--- src/rtl/lutram_pkg.sv ---
package lutram_pkg;

    typedef enum logic [1:0] {
        LM_SPLIT = 2'd0,
        LM_WIDE  = 2'd1,
        LM_DUAL  = 2'd2,
        LM_RSVD  = 2'd3
    } lut_mode_e;

endpackage

--- src/rtl/lutram_array.sv ---
module lutram_array #(
    parameter int AW = 4
) (
    input  logic          clk,
    input  logic          rst_n,
    input  logic          wr_en,
    input  logic [AW-1:0] wr_addr,
    input  logic          wr_bit,
    input  logic [AW-1:0] rd_addr,
    output logic          rd_bit
);
    localparam int DEPTH = 1 << AW;

    logic [DEPTH-1:0] cells;

    // storage: edge-triggered write, enable acts as clock enable
    always_ff @(posedge clk or negedge rst_n) begin
        if (!rst_n) begin
            cells <= '0;
        end else if (wr_en) begin
            cells[wr_addr] <= wr_bit;
        end
    end

    // read: combinational, no register on the path
    always_comb begin
        rd_bit = cells[rd_addr];
    end

    // cells only change under an enabled edge
    a_r3_cells_hold: assert property (@(posedge clk) disable iff (!rst_n)
        !wr_en |=> $stable(cells));

endmodule

--- src/rtl/lutram_route.sv ---
module lutram_route
    import lutram_pkg::*;
#(
    parameter int AW = 4
) (
    input  logic          clk,
    input  logic          rst_n,
    input  lut_mode_e     mode,
    input  logic [AW-1:0] addr_f,
    input  logic [AW-1:0] addr_g,
    input  logic          din0,
    input  logic          din1,
    input  logic          we,
    input  logic          f_rd,
    input  logic          g_rd,
    output logic          f_we,
    output logic [AW-1:0] f_waddr,
    output logic          f_wbit,
    output logic [AW-1:0] f_raddr,
    output logic          g_we,
    output logic [AW-1:0] g_waddr,
    output logic          g_wbit,
    output logic [AW-1:0] g_raddr,
    output logic          dout_f,
    output logic          dout_g
);
    // write-side and address steering per mode
    always_comb begin
        f_we    = we;
        g_we    = we;
        f_waddr = addr_f;
        g_waddr = addr_g;
        f_wbit  = din0;
        g_wbit  = din1;
        f_raddr = addr_f;
        g_raddr = addr_g;
        unique case (mode)
            LM_WIDE: begin
                f_we    = we & ~din1;
                g_we    = we & din1;
                g_waddr = addr_f;
                g_wbit  = din0;
                g_raddr = addr_f;
            end
            LM_DUAL: begin
                g_waddr = addr_f;
                g_wbit  = din0;
            end
            LM_SPLIT, LM_RSVD: begin
            end
            default: begin
            end
        endcase
    end

    // read-side output selection per mode
    always_comb begin
        dout_f = f_rd;
        dout_g = g_rd;
        unique case (mode)
            LM_WIDE: begin
                dout_f = din1 ? g_rd : f_rd;
                dout_g = din1 ? g_rd : f_rd;
            end
            LM_SPLIT, LM_DUAL, LM_RSVD: begin
            end
            default: begin
            end
        endcase
    end

    // a wide-mode write touches exactly the half chosen by din1
    a_r6_one_half: assert property (@(posedge clk) disable iff (!rst_n)
        (mode == LM_WIDE) |-> $onehot0({f_we, g_we}) && (!f_we || !din1) && (!g_we || din1));

endmodule

--- src/rtl/lutram_tile.sv ---
module lutram_tile
    import lutram_pkg::*;
#(
    parameter int AW = 4
) (
    input  logic          clk,
    input  logic          rst_n,
    input  logic [1:0]    cfg_mode,
    input  logic [AW-1:0] addr_f,
    input  logic [AW-1:0] addr_g,
    input  logic          din0,
    input  logic          din1,
    input  logic          we,
    output logic          dout_f,
    output logic          dout_g
);
    localparam int NARR = 2;

    lut_mode_e mode;
    assign mode = lut_mode_e'(cfg_mode);

    logic [NARR-1:0]         arr_we;
    logic [NARR-1:0][AW-1:0] arr_waddr;
    logic [NARR-1:0]         arr_wbit;
    logic [NARR-1:0][AW-1:0] arr_raddr;
    logic [NARR-1:0]         arr_rbit;

    lutram_route #(.AW(AW)) u_route (
        .clk     (clk),
        .rst_n   (rst_n),
        .mode    (mode),
        .addr_f  (addr_f),
        .addr_g  (addr_g),
        .din0    (din0),
        .din1    (din1),
        .we      (we),
        .f_rd    (arr_rbit[0]),
        .g_rd    (arr_rbit[1]),
        .f_we    (arr_we[0]),
        .f_waddr (arr_waddr[0]),
        .f_wbit  (arr_wbit[0]),
        .f_raddr (arr_raddr[0]),
        .g_we    (arr_we[1]),
        .g_waddr (arr_waddr[1]),
        .g_wbit  (arr_wbit[1]),
        .g_raddr (arr_raddr[1]),
        .dout_f  (dout_f),
        .dout_g  (dout_g)
    );

    // index 0 is the F array, index 1 the G array
    for (genvar gi = 0; gi < NARR; gi++) begin : g_arr
        lutram_array #(.AW(AW)) u_arr (
            .clk     (clk),
            .rst_n   (rst_n),
            .wr_en   (arr_we[gi]),
            .wr_addr (arr_waddr[gi]),
            .wr_bit  (arr_wbit[gi]),
            .rd_addr (arr_raddr[gi]),
            .rd_bit  (arr_rbit[gi])
        );
    end

    // mode holds while out of reset
    a_r9_mode_static: assert property (@(posedge clk) disable iff (!rst_n)
        $past(rst_n) |-> $stable(cfg_mode));

    // both read ports agree when pointed at the same address
    a_r7_copies_agree: assert property (@(posedge clk) disable iff (!rst_n)
        (mode == LM_DUAL && addr_f == addr_g) |-> (dout_f == dout_g));

    // a split-mode write is visible on dout_f after the edge
    a_r4_write_lands: assert property (@(posedge clk) disable iff (!rst_n)
        (cfg_mode == 2'd0 && we) ##1 $stable(addr_f) |-> (dout_f == $past(din0)));

    // no enabled write and steady read inputs means steady outputs
    a_r3_outputs_hold: assert property (@(posedge clk) disable iff (!rst_n)
        !we ##1 ($stable(addr_f) && $stable(addr_g) && $stable(din1) && $stable(cfg_mode))
        |-> ($stable(dout_f) && $stable(dout_g)));

endmodule

--- config.mk ---
export PLATFORM = sky130hd
export DESIGN_NAME = lutram_tile
export DESIGN_NICKNAME = d
export VERILOG_FILES = /design/src/rtl/lutram_pkg.sv /design/src/rtl/lutram_array.sv /design/src/rtl/lutram_route.sv /design/src/rtl/lutram_tile.sv
export SDC_FILE = /design/constraint.sdc
export NUM_CORES = 1
export LEC_CHECK = 0
export CAP_MARGIN = 15
export CORE_ASPECT_RATIO = 2
export CORE_MARGIN = 1.5
export CORE_UTILIZATION = 57
export CTS_CLUSTER_DIAMETER = 30
export DETAILED_ROUTE_END_ITERATION = 10
export PLACE_DENSITY = 0.91
export REMOVE_ABC_BUFFERS = 1
export SYNTH_ARGS = -nofsm -noshare
export SYNTH_HDL_FRONTEND = slang
export SYNTH_SLANG_ARGS = --single-unit
--- constraint.sdc ---
create_clock -name clk -period 2.8 [get_ports clk]
set_input_delay 0.56 -clock clk [delete_from_list [all_inputs] [get_ports clk]]
set_output_delay 0.56 -clock clk [all_outputs]
set_load 0.01 [all_outputs]
[Word level (Yosys, flattened, before mapping)]
Index checks and enable logic that the tools add are counted.
Word-level totals
  bits in registers: 32
  bits of input ports: 15
  word-level logic and storage cells: 33
Cells by class
  magnitude comparators: 5
  eq/ne operators: 2
  muxes and demuxes: 18
  bitwise gates (word level): 3
  reductions and logical operators: 3
Operators by type and width (number)
  bitwise mux 16 bit: 2
  < comparator 4 x 5 -> 1 bit (second input constant): 3
  2-to-1 mux 1 bit: 10
  binary-select mux 1 bit (select 4 bit): 2
  demux 1 bit (select 4 bit): 2
  >= comparator 4 x 1 -> 1 bit (second input constant): 2
  2-to-1 mux 4 bit: 2
  bitwise AND 1 bit: 2
  == test 2 x 1 -> 1 bit (second input constant): 1
  == test 2 bit (second input constant): 1
  logical AND 1 bit: 2
  OR reduction 2 bit: 1
  inverter 1 bit: 1

[Logic depth before layout (Yosys ltp)]
  depth in word-level cells: 8
  depth in mapped cells: 8

[Cells and area by module]
Synthesis repeated with hierarchy kept, for this count alone.
Second synthesis, totals
  cells, all modules: 156
  area, all modules: 1968.1 um^2
Modules (own cells, without submodules)
  lutram_array: instances 2, cells an instance 65, area each 862.1 um^2
  lutram_route: instances 1, cells an instance 26, area each 244.0 um^2

[Worst setup path after synthesis]
OpenSTA, ideal clock, no wires.
  path type: input-to-output
  start: in cfg_mode[1]
  end: out dout_g
  arrival time: 2082 ps
  required time: 2240 ps
  slack: 158 ps
  stages: 6
  buffers on the path: 0
  path through: inv_1 -> ha_1 -> mux2i_4 -> mux4_1 -> o211ai_1 -> a41oi_1
On the way
  longest elaborated chain between the ends: 6
RTL lines
  start, declared: RTL line lutram_tile.sv:8  | input logic [1:0] cfg_mode,
  == test 2 x 1 -> 1 bit *: RTL line lutram_route.sv:37, lutram_route.sv:60
  2-to-1 mux 4 bit: RTL line lutram_route.sv:37  | unique case (mode)
  binary-select mux 1 bit (select 4 bit): RTL line lutram_array.sv:27  | rd_bit = cells[rd_addr];
  2-to-1 mux 1 bit (not written as such): RTL line lutram_array.sv:27
  2-to-1 mux 1 bit: RTL line lutram_route.sv:63  | dout_g = din1 ? g_rd : f_rd;
  2-to-1 mux 1 bit *: RTL line lutram_route.sv:60  | unique case (mode)
  end, declared: RTL line lutram_tile.sv:15  | output logic dout_g
Every way passes the cells marked *; elsewhere a longest branch is shown, timed or not. The select of a mux whose other input is x is not followed.

[Final worst setup path]
Same ends and word-level chain as after synthesis.

==> run_results.csv <==
group,metric,value,unit
floorplan,ios,17,
sta,period_minus_slack,2790,ps
clocking,root_buffer,"clkbuf_8",
setup_path,end_kind,"primary output",
synthesis,synth_area_leaders,"dfrtp_1 (41%), mux2_2 (20%), nor2_1 (6.0%)",
global_route,grt_max_degree,33,
floorplan,core,3190,sq um
detailed_routing,drt_iter0_markers,43,
clocking,clock_sinks,32,
clocking,cts_tree,"done",
global_route,grt_first_pass_wirelength,8160,um
sta,clock_skew,0,ps
detailed_routing,ant_nets,0,
layout,largestRegisters,"g_arr.u_arr.cells (32)",
clocking,cts_hold_buf,0,
synthesis,yosys_warnings,0,
clocking,clk_path_buf_depth,2,
layout,largest_register_ffs,32,
flow_run,maxCapViolCount,0,
synthesis,synth.distinct_cells,35,
setup_path,startpoint_type,"input port",
pwr,total_power,1.48,mW
detailed_routing,wl,4990,um
synthesis,syn_inst,177,
placement,dp.final_hpwl,3770,um
layout,post_route_cells_drive_above_1_share,41.3,%
synthesis,yosys.area.top_type,"dfrtp_1",
setup_path,path_max_fanout,5,
sta,timing.final.crit_share,99.5,%
synthesis,seq_area_frac_synth,41.2,%
floorplan,die_area,3790,sq um
global_route,grt_pass1_vias,1741,
detailed_routing,drc,0,
global_route,use_met3,4.84,%
clocking,cts_buffers,5,
detailed_routing,route.vias.total,1607,
global_route,grt_overflow,0,
synthesis,synth_area,1940,sq um
outcome,status,"finished, final reports clean",
global_route,grtUsageMet1,30.5,%
setup_path,path_class,"in2out",
setup_path,cp.required,2240,ps
sta,setup_viol,0,
synthesis,avgSynthCellArea,11.0,sq um
global_route,busiest_layer,"met2",
sta,fin_ws,13.5,ps
placement,portBuffers,16,
global_route,gr-usage-all-layers,30.3,%
setup_path,arrival,2230,ps
sta,tns,0,ps
layout,final_cell_mix,"mux2_2 (35), dfrtp_1 (32), nor2_1 (30), buf_4 (23), nand2_1 (17)",
clocking,clk_latency,280,ps
pwr,p_per_area,622,nW/um^2
placement,placed_cell_area,2260,sq um
detailed_routing,wl_per_cell,20.0,um
synthesis,ys_seq_elements,32,
clocking,path_clk_slew,60,ps
pwr,p_leak,1.04,nW
layout,largest-register,"g_arr.u_arr.cells",
global_route,antenna_found_initial,0,
pwr,ir_drop,612,uV
layout,diodes,0,
floorplan,start_util,60.8,%
synthesis,synth_top_area_share,41.2,%
layout,syn_to_final_growth,22.5,%
detailed_routing,via_per_inst,6.45,
global_route,use_met2,54.0,%
sta,rsz0062_at_grt,"yes",
layout,layout_commonest_cell,"mux2_2",
layout,final_nets,234,
floorplan,rows,29,
floorplan,die_y,85.5,um
worst_hold_path,hold_path_class,"reg2reg",
layout,fin_area,2380,sq um
sta,tightest_slew,527,ps
sta,finalHoldViolations,0,
sta,max-slew-margin-rel,64.8,%
clocking,h-tree-depth,2,
placement,pre_cts_slack,-786,ps
sta,max_freq,359,MHz
sta,slew_viol_final,0,
placement,routabilityCongestion,1.04,
detailed_routing,drtPass1Iterations,4,
floorplan,die_w,44.3,um
sta,fin_hold_ws,502,ps
## kinds of logic (layout without fill, tap and decap cells)
group	count (synthesis)	in the layout	share of synthesized area, %
AOI/OAI and AO/OA	16	16	5.99
buffers and inverters	14	55	4.25
adders and majority gates	1	1	0.644
muxes	48	48	32.5
DFF	32	32	41.2
and+or+nand+nor	66	66	15.3
## cell type report
class	instances	area (sq um)
Clock inverter	1	5.00
Sequential cell	32	801
Clock buffer	6	72.6
Fill cell	217	815
Timing Repair Buffer	42	344
Inverter	6	25.0
Tap cell	31	38.8
Multi-Input combinational cell	131	1090
## cell usage after synthesis (all sizes together)
cell	count
or2b	1
and2b	1
nor3	4
o21ai	1
clkbuf	5
inv	6
nor3b	2
mux2i	6
nor2b	1
nand4	1
o32ai	2
or3	1
nand3	2
nand2b	3
a2bb2o	1
ha	1
mux2	35
a21oi	4
mux4	7
o21a	1
o2bb2ai	1
o211ai	1
a222oi	1
and3	1
nor2	31
buf	3
nand2	18
a41oi	2
a31oi	2
dfrtp	32
## path summary, 6_finish.rpt
kind | startpoint | end | slack, ps | cells after the start
worst max-delay path | cfg_mode[1] | dout_g | 10 | 8
worst min-delay path | g_arr[0].u_arr.cells[2] | g_arr[0].u_arr.cells[2] | 500 | 1
worst max register to register | g_arr[1].u_arr.cells[0] | g_arr[1].u_arr.cells[0] | 2020 | 1
worst min register to register | g_arr[0].u_arr.cells[2] | g_arr[0].u_arr.cells[2] | 500 | 1
max in group asynchronous | rst_n | g_arr[1].u_arr.cells[0] | 1820 | 2
min in group asynchronous | rst_n | g_arr[0].u_arr.cells[8] | 680 | 2
## power breakdown
| part | switching (mW) | internal (mW) | total [mW] |
|---|---|---|---|
| Sequential | 0.0880 | 0.615 | 0.703 |
| Clock | 0.155 | 0.168 | 0.323 |
| Combinational | 0.190 | 0.263 | 0.453 |
| Total | 0.433 | 1.05 | 1.48 |
## through the flow
stage               cells  util, %
finish                249     74.5
global placement      240     70.8
CTS                   249     73.6
floorplan             169        -
detailed placement    240     70.8
global route          249     74.5
## critical path: stages
cell and delay, ps:
buf_6 90, inv_4 50, ha_4 150, mux2i_4 360, mux4_2 550, o211ai_1 170, a41oi_2 140, buf_2 160
## what timing repair did
action                                  4_1_cts  5_1_grt
endpoints found under the setup margin        2        2
gates resized for setup                      29       10
buffers inserted                              2        0
endpoints found under the hold margin         0        0
pin swaps                                     6        5
## routing by layer
layer	vias to the layer above	wire, um
li1	713	-
met1	782	1570
met2	82	2860
met3	30	263
met4	0	298
met5	-	0
No activity file was read; power rests on OpenSTA's default activity.
